--- config.mk ---
export PLATFORM = sky130hd
export DESIGN_NAME = autobaud_handshake
export DESIGN_NICKNAME = d
export VERILOG_FILES = /design/src/rtl/abh_pkg.sv /design/src/rtl/abh_sync.sv /design/src/rtl/abh_meter.sv /design/src/rtl/abh_tx.sv /design/src/rtl/abh_rx.sv /design/src/rtl/autobaud_handshake.sv
export SDC_FILE = /design/constraint.sdc
export NUM_CORES = 1
export LEC_CHECK = 0
export BUFFER_PORTS_ARGS = -buffer_cell sky130_fd_sc_hd__buf_2
export CAP_MARGIN = 20
export CORE_AREA = 5 5 184 186
export DETAILED_ROUTE_END_ITERATION = 6
export DIE_AREA = 0 0 189 191
export PLACE_DENSITY = 0.5
export SYNTH_ARGS = -nofsm -noshare
export SYNTH_HDL_FRONTEND = slang
export SYNTH_HIERARCHICAL = 1
export SYNTH_SLANG_ARGS = --single-unit
--- constraint.sdc ---
create_clock -name clk -period 5.85 [get_ports clk]
set_clock_uncertainty 0.05 [all_clocks]
set_input_delay 0.2925 -clock clk [delete_from_list [all_inputs] [get_ports clk]]
set_output_delay 0.2925 -clock clk [all_outputs]
set_load 0.005 [all_outputs]
--- src/rtl/abh_pkg.sv ---
package abh_pkg;

    localparam int unsigned LOW_BITS     = 9;
    localparam logic [7:0]  SIGN_BYTE    = 8'h00;
    localparam logic [7:0]  CONFIRM_BYTE = 8'h55;

    typedef enum logic [2:0] {
        ST_MEASURE,
        ST_SEND,
        ST_WAIT_TX,
        ST_CONFIRM,
        ST_LOCKED
    } hs_state_t;

    typedef enum logic [1:0] {
        MT_IDLE,
        MT_ARMED,
        MT_LOW,
        MT_HIGH
    } meter_state_t;

    typedef enum logic [1:0] {
        RX_IDLE,
        RX_START,
        RX_DATA,
        RX_STOP
    } rx_state_t;

    typedef struct packed {
        logic [7:0] data;
        logic       stop_ok;
    } rx_frame_t;

    // Nine-bit low run to one bit period, rounded to nearest.
    function automatic int unsigned round_div_low(input int unsigned n);
        return (n + LOW_BITS / 2) / LOW_BITS;
    endfunction

endpackage

--- src/rtl/abh_sync.sv ---
module abh_sync #(
    parameter int   STAGES    = 2,
    parameter logic RESET_VAL = 1'b1
) (
    input  logic clk,
    input  logic rst,
    input  logic d,
    output logic q
);
    logic [STAGES-1:0] chain;

    always_ff @(posedge clk) begin
        if (rst) chain <= {STAGES{RESET_VAL}};
        else     chain <= {chain[STAGES-2:0], d};
    end

    assign q = chain[STAGES-1];
endmodule

--- src/rtl/abh_meter.sv ---
module abh_meter
    import abh_pkg::*;
#(
    parameter int CW = 12
) (
    input  logic          clk,
    input  logic          rst,
    input  logic          en,
    input  logic          line,
    output logic          meas_v,
    output logic [CW-1:0] meas_per
);
    meter_state_t  st;
    logic [CW-1:0] low_cnt;
    logic [CW-1:0] high_cnt;
    logic [CW-1:0] per;

    always_ff @(posedge clk) begin
        if (rst || !en) begin
            st       <= MT_IDLE;
            low_cnt  <= '0;
            high_cnt <= '0;
            per      <= '0;
            meas_v   <= 1'b0;
        end else begin
            meas_v <= 1'b0;
            case (st)
                MT_IDLE: begin
                    if (line) st <= MT_ARMED;
                end
                MT_ARMED: begin
                    if (!line) begin
                        st      <= MT_LOW;
                        low_cnt <= CW'(1);
                    end
                end
                MT_LOW: begin
                    if (!line) begin
                        if (low_cnt != '1) low_cnt <= low_cnt + CW'(1);
                    end else begin
                        st       <= MT_HIGH;
                        high_cnt <= CW'(1);
                        per      <= CW'(round_div_low(32'(low_cnt)));
                    end
                end
                MT_HIGH: begin
                    if (!line) begin
                        st      <= MT_LOW;
                        low_cnt <= CW'(1);
                    end else if (high_cnt >= per) begin
                        meas_v <= 1'b1;
                        st     <= MT_ARMED;
                    end else begin
                        high_cnt <= high_cnt + CW'(1);
                    end
                end
                default: st <= MT_IDLE;
            endcase
        end
    end

    assign meas_per = per;

    // a result is only offered after the line was seen high
    assert_accept_after_high_R3: assert property (@(posedge clk) disable iff (rst)
        meas_v |-> $past(line));
endmodule

--- src/rtl/abh_tx.sv ---
module abh_tx #(
    parameter int DW = 12
) (
    input  logic          clk,
    input  logic          rst,
    input  logic          start,
    input  logic [7:0]    data,
    input  logic [DW-1:0] div,
    output logic          tx,
    output logic          busy,
    output logic          done
);
    logic [8:0]    sh;
    logic [DW-1:0] cnt;
    logic [3:0]    nbit;
    logic          tx_q;
    logic          busy_q;
    logic          done_q;

    always_ff @(posedge clk) begin
        if (rst) begin
            sh     <= '1;
            cnt    <= '0;
            nbit   <= '0;
            tx_q   <= 1'b1;
            busy_q <= 1'b0;
            done_q <= 1'b0;
        end else begin
            done_q <= 1'b0;
            if (!busy_q) begin
                if (start) begin
                    sh     <= {1'b1, data};
                    tx_q   <= 1'b0;
                    cnt    <= div - DW'(1);
                    nbit   <= '0;
                    busy_q <= 1'b1;
                end
            end else if (cnt == '0) begin
                if (nbit == 4'd9) begin
                    busy_q <= 1'b0;
                    done_q <= 1'b1;
                    tx_q   <= 1'b1;
                end else begin
                    tx_q <= sh[0];
                    sh   <= {1'b1, sh[8:1]};
                    nbit <= nbit + 4'd1;
                    cnt  <= div - DW'(1);
                end
            end else begin
                cnt <= cnt - DW'(1);
            end
        end
    end

    assign tx   = tx_q;
    assign busy = busy_q;
    assign done = done_q;

    // line rests high whenever no character is in flight
    assert_idle_line_high_R11: assert property (@(posedge clk) disable iff (rst)
        !busy_q |-> tx_q);
endmodule

--- src/rtl/abh_rx.sv ---
module abh_rx
    import abh_pkg::*;
#(
    parameter int DW = 12
) (
    input  logic          clk,
    input  logic          rst,
    input  logic          en,
    input  logic          line,
    input  logic [DW-1:0] div,
    output rx_frame_t     frame,
    output logic          frame_v
);
    rx_state_t     st;
    logic          prev;
    logic [DW-1:0] cnt;
    logic [2:0]    nbit;
    logic [7:0]    sh;

    always_ff @(posedge clk) begin
        if (rst) begin
            st      <= RX_IDLE;
            prev    <= 1'b1;
            cnt     <= '0;
            nbit    <= '0;
            sh      <= '0;
            frame   <= '0;
            frame_v <= 1'b0;
        end else if (!en) begin
            st      <= RX_IDLE;
            prev    <= line;
            frame_v <= 1'b0;
        end else begin
            prev    <= line;
            frame_v <= 1'b0;
            case (st)
                RX_IDLE: begin
                    if (prev && !line) begin
                        st  <= RX_START;
                        cnt <= div >> 1;
                    end
                end
                RX_START: begin
                    if (cnt == '0) begin
                        if (!line) begin
                            st   <= RX_DATA;
                            cnt  <= div - DW'(1);
                            nbit <= '0;
                        end else begin
                            st <= RX_IDLE;
                        end
                    end else begin
                        cnt <= cnt - DW'(1);
                    end
                end
                RX_DATA: begin
                    if (cnt == '0) begin
                        sh   <= {line, sh[7:1]};
                        cnt  <= div - DW'(1);
                        nbit <= nbit + 3'd1;
                        if (nbit == 3'd7) st <= RX_STOP;
                    end else begin
                        cnt <= cnt - DW'(1);
                    end
                end
                RX_STOP: begin
                    if (cnt == '0) begin
                        frame_v <= 1'b1;
                        frame   <= '{data: sh, stop_ok: line};
                        st      <= RX_IDLE;
                    end else begin
                        cnt <= cnt - DW'(1);
                    end
                end
                default: st <= RX_IDLE;
            endcase
        end
    end

    // each received character is reported exactly once
    assert_frame_single_pulse_R7: assert property (@(posedge clk) disable iff (rst)
        frame_v |=> !frame_v);
endmodule

--- src/rtl/autobaud_handshake.sv ---
module autobaud_handshake
    import abh_pkg::*;
#(
    parameter int MIN_DIV      = 1000,
    parameter int MAX_DIV      = 2700,
    parameter int TIMEOUT_CLKS = 2500000,
    parameter int SYNC_STAGES  = 2,
    localparam int DW          = $clog2(MAX_DIV + 1)
) (
    input  logic          clk,
    input  logic          rst,
    input  logic          rx_i,
    output logic          tx_o,
    output logic          locked_o,
    output logic          err_o,
    output logic [DW-1:0] div_o
);
    localparam int CW = $clog2(LOW_BITS * (MAX_DIV + 1) + 1) + 1;
    localparam int TW = $clog2(TIMEOUT_CLKS + 1);

    hs_state_t     st;
    logic          rx_s;
    logic          meas_v;
    logic [CW-1:0] meas_per;
    logic          in_range;
    logic          tx_start;
    logic          tx_busy;
    logic          tx_done;
    rx_frame_t     frame;
    logic          frame_v;
    logic [TW-1:0] tmo;
    logic [DW-1:0] div_q;
    logic          err_q;

    abh_sync #(.STAGES(SYNC_STAGES), .RESET_VAL(1'b1)) u_sync (
        .clk(clk), .rst(rst), .d(rx_i), .q(rx_s)
    );

    abh_meter #(.CW(CW)) u_meter (
        .clk(clk), .rst(rst), .en(st == ST_MEASURE), .line(rx_s),
        .meas_v(meas_v), .meas_per(meas_per)
    );

    abh_tx #(.DW(DW)) u_tx (
        .clk(clk), .rst(rst), .start(tx_start), .data(SIGN_BYTE), .div(div_q),
        .tx(tx_o), .busy(tx_busy), .done(tx_done)
    );

    abh_rx #(.DW(DW)) u_rx (
        .clk(clk), .rst(rst), .en(st == ST_CONFIRM), .line(rx_s), .div(div_q),
        .frame(frame), .frame_v(frame_v)
    );

    assign in_range = (meas_per >= CW'(MIN_DIV)) && (meas_per <= CW'(MAX_DIV));
    assign tx_start = (st == ST_SEND);

    always_ff @(posedge clk) begin
        if (rst) begin
            st    <= ST_MEASURE;
            div_q <= '0;
            err_q <= 1'b0;
            tmo   <= '0;
        end else begin
            case (st)
                ST_MEASURE: begin
                    if (meas_v) begin
                        if (in_range) begin
                            div_q <= DW'(meas_per);
                            err_q <= 1'b0;
                            st    <= ST_SEND;
                        end else begin
                            err_q <= 1'b1;
                        end
                    end
                end
                ST_SEND: st <= ST_WAIT_TX;
                ST_WAIT_TX: begin
                    if (tx_done) begin
                        st  <= ST_CONFIRM;
                        tmo <= '0;
                    end
                end
                ST_CONFIRM: begin
                    if (frame_v) begin
                        if (frame.data == CONFIRM_BYTE && frame.stop_ok) begin
                            st <= ST_LOCKED;
                        end else begin
                            err_q <= 1'b1;
                            st    <= ST_MEASURE;
                        end
                    end else if (tmo == TW'(TIMEOUT_CLKS - 1)) begin
                        err_q <= 1'b1;
                        st    <= ST_MEASURE;
                    end else begin
                        tmo <= tmo + TW'(1);
                    end
                end
                ST_LOCKED: st <= ST_LOCKED;
                default:   st <= ST_MEASURE;
            endcase
        end
    end

    assign locked_o = (st == ST_LOCKED);
    assign err_o    = err_q;
    assign div_o    = div_q;

    // lock is permanent until reset and never coexists with an error
    assert_locked_sticky_R6: assert property (@(posedge clk) disable iff (rst)
        locked_o |=> locked_o);
    assert_locked_no_err_R6: assert property (@(posedge clk) disable iff (rst)
        locked_o |-> !err_o);
    // a locked divisor always lies inside the legal window
    assert_div_in_range_R4: assert property (@(posedge clk) disable iff (rst)
        locked_o |-> (div_o >= DW'(MIN_DIV) && div_o <= DW'(MAX_DIV)));
    // divisor only moves while measuring
    assert_div_hold_R9: assert property (@(posedge clk) disable iff (rst)
        (st != ST_MEASURE) |=> $stable(div_o));
    // the transmit line only starts a character for the sign
    assert_sign_after_accept_R5: assert property (@(posedge clk) disable iff (rst)
        $fell(tx_o) |-> (st == ST_WAIT_TX));
    // acceptance leaves the error flag clear
    assert_err_cleared_R10: assert property (@(posedge clk) disable iff (rst)
        (st == ST_SEND) |-> !err_o);
endmodule

==> reports/results.ini <==
[worst_hold_path]
holdPathEnd = u_sync/chain[1]
hold_path_startpoint = u_sync/chain[0]
holdPathStages = 1
hp-class = reg2reg

[timing]
setup_slack_ps = -621
fmax_mhz = 155
finalCriticalPeriod_ps = 6470
final_hold_viol_count = 0
worst_pin_slew_ps = 1090
final.period_utilization_pct = 111
drv_slew = 0
slew_headroom_pct = 26.8
finalSetupViolCount = 4
rsz0062_at_grt = yes
whs_ps = 365

[clocking]
cts.path.max_buffers = 2
cts_tree = yes
insertion_delay_ps = 430
clk_pin_slew_worst_paths_ps = 70
cts_root_buf = clkbuf_16
numCtsBuffers = 17
htreeDepth = 4
cts_sinks = 152

[setup_path]
end_kind = register
startpoint_type = register
crit_path_frequent_cell = buf_4
crit_path_max_fanout = 6
arrival_ps = 6730
rr_startpoint = u_meter/low_cnt[11]
ff2ff_setup_slack_ps = -620
critPathRequiredTime_ps = 6110
crit_path_start = u_meter/low_cnt[11]
slowest_delay_ps = 490
path_class = reg2reg
worstReg2RegEnd = u_meter/meas_per[0]
worstRegToRegCells = 29
critPathSlowestCell = o41a_1

[synth]
synthAdderAreaFrac_pct = 4.65
synth_edf_count = 0
ys_types = 118
yosysSeqAreaShare_pct = 29.1
async_reset_ff_share_pct = 0
ys_ff_latch = 152
synth_cells = 1267
synth_area_um2 = 10400
synthFlopType = dfxtp_1
synthXorXnorAreaFrac_pct = 7.18
synth_compound_area_share_pct = 23.3
synth_top_family_by_area = simple AND/OR/NAND/NOR gates
synth_area_per_cell_um2 = 8.24
muxShareOfSynthArea_pct = 3.75
synth-simple-area-share_pct = 26.8
yosysWarnings = 6

[finish]
final_cell_count_no_fill = 1897
syn_to_final_growth_pct = 31.6
final_common_cell = buf_4
drive_gt1_share_pct = 28.9
nets = 1517
insertedDiodeCount = 0
final_cell_mix = buf_4 (200), dfxtp_1 (142), nor2_1 (115)

[drt]
vias = 10072
first_iter_violations = 551
drt-vias-per-instance = 5.31
ant_nets = 0
wl_per_cell_um = 16.0
wl_mm = 30.4
drc = 0
drtPass1Iterations = 5

[floorplan]
rows = 66
ioPinCount = 18
die-area_um2 = 36100
start_util_pct = 32.5
die_height_um = 191
core_um2 = 32100
die_x_um = 189

[place]
port_buffers = 17
dp_cells = 1782
gp_congestion = 0.879
dp_slack_ps = -681
dp_hpwl_mm = 21.0

[pwr]
leakagePower_nw = 5.38
power_mw = 2.15
seq_power_share_pct = 48.2
p_sw_share_pct = 24.5
peakVddDrop_mv = 0.205
combPwrFrac_pct = 1.5
power.switching_mw = 0.526
powerDensity_nw_per_um2 = 156
p_int_mw = 1.62
clockPowerShare_pct = 50.2

[global_routing]
antenna_found_initial = 1
first_global_vias = 9694
track_usage_pct = 16.4
grt_max_degree = 46
grt_pass1_wl_mm = 49.3
grt-ovfl-total = 0

[run_status]
failed_checks = negative setup slack
status = finished with violations

[job]
cap_violations = 0

## power by group through the flow
stage	clock network [mW]	registers (mW)	logic (mW)
after floorplan	0	1.06	0.0242
after global placement	0	1.06	0.0335
after detailed placement	0	1.06	0.0334
after CTS	1.11	1.04	0.0341
after global routing	1.16	1.04	0.0379
final	1.08	1.04	0.0332
## worst max-delay path: cells and delay by family, from the launching register on
kind	cells	cell delay, ps
mux	4	1010
flops	1	370
xor+xnor	1	150
simple gates	7	1440
buf+inv	6	990
compound gates	11	2340
## what timing repair did
item                                    in CTS  in global routing
resized for setup                           52                 71
gates cloned                                 0                  0
endpoints found under the hold margin        1                  0
endpoints found under the setup margin       3                  5
pin swaps                                   29                 60
setup buffers                               61                 27
hold buffers                                 1                  0
## worst max path at each step
stage                                     end  slack [ps]  depth (start not counted)
final                     u_meter/meas_per[0]        -620                         29
after global routing      u_meter/meas_per[0]        -940                         33
after CTS                 u_meter/meas_per[0]        -530                         27
after detailed placement  u_meter/meas_per[0]        -680                         29
after global placement    u_meter/meas_per[0]        -630                         29
after floorplan           u_meter/meas_per[0]        -330                         24
## layer usage
layer / global-route usage (%) / up-vias / routed length, µm
met3: 2.76 / 33 / 954
li1: - / 5070 / -
met5: 0 / - / 13
met2: 28.3 / 173 / 14900
met1: 20.8 / 4794 / 14000
met4: 5.38 / 2 / 547
## through the flow
step | setup TNS, ps | util (%) | cell area (µm²)
final | -2080 | 42.8 | 13700
after detailed placement | -1700 | 37.3 | 12000
after global placement | -1590 | 37.3 | 12000
after CTS | -1830 | 41.2 | 13200
after floorplan | -567 | - | 10600
after global routing | -3100 | 42.8 | 13700
## synth_stat cells, types with 5 or more instances
cell      count  area share, %
dfxtp_1     152             29
nor2_1      123            4.4
nand2_1     107            3.8
a21oi_1      84            4.0
o21ai_0      60            2.9
inv_1        57            2.0
nand3_1      43            2.1
xnor2_1      43            3.6
ha_1         38            4.6
xor2_1       37            3.1
mux2i_1      34            3.3
nor3_1       31            1.5
clkbuf_1     27           0.97
buf_2        24            1.2
a31oi_1      19            1.1
nand4_1      19            1.1
o211ai_1     19            1.4
or3_1        19            1.1
and3_1       17            1.0
nand2b_1     15           0.90
a211oi_1     11           0.79
and2_1       11           0.66
nand3b_1     11           0.79
nor2b_1      11           0.66
nor4_1       10           0.60
o31ai_1      10           0.72
a22oi_1       9           0.65
o22ai_1       9           0.54
a21o_1        8           0.58
or4_1         8           0.58
o21a_1        7           0.50
o21ai_1       7           0.34
a211o_1       6           0.50
a32oi_1       6           0.50
nand4b_1      6           0.50
nor4_4        6            1.2
o41ai_1       6           0.50
and4_1        5           0.42
buf_6         5           0.54
nor3b_1       5           0.36
o211a_1       5           0.48
or2_1         5           0.30
## sequential cells by signal, summed over array words and instances, names as in the netlist, 2 cells and up, named ones only
| name | flops |
|---|---|
| tmo | 22 |
| u_meter/high_cnt | 16 |
| u_meter/low_cnt | 16 |
| u_meter/meas_per | 14 |
| div_o | 12 |
| u_rx/cnt | 12 |
| u_tx/cnt | 12 |
| u_rx/frame | 9 |
| u_rx/sh | 8 |
| u_tx/sh | 8 |
| u_tx/nbit | 4 |
| st | 3 |
| u_rx/nbit | 3 |
| u_meter/st | 2 |
| u_sync/chain | 2 |
## cell type report
cell class	instances	area, µm²
Clock buffer	19	453
Clock inverter	13	116
Fill cell	3184	18400
Inverter	59	221
Multi-Input combinational cell	1002	7460
Sequential cell	152	3070
Tap cell	408	510
Timing Repair Buffer	244	1920
## kinds of logic after synthesis
family                     count (synthesis)
AOI/OAI and AO/OA                        338
buffers and inverters                    121
xor gates and xnor gates                  83
and+or+nand+nor                          495
DFF                                      152
other                                      2
adders and majority gates                 39
muxes                                     37
Note: power is estimated with default switching activity, not from simulation.
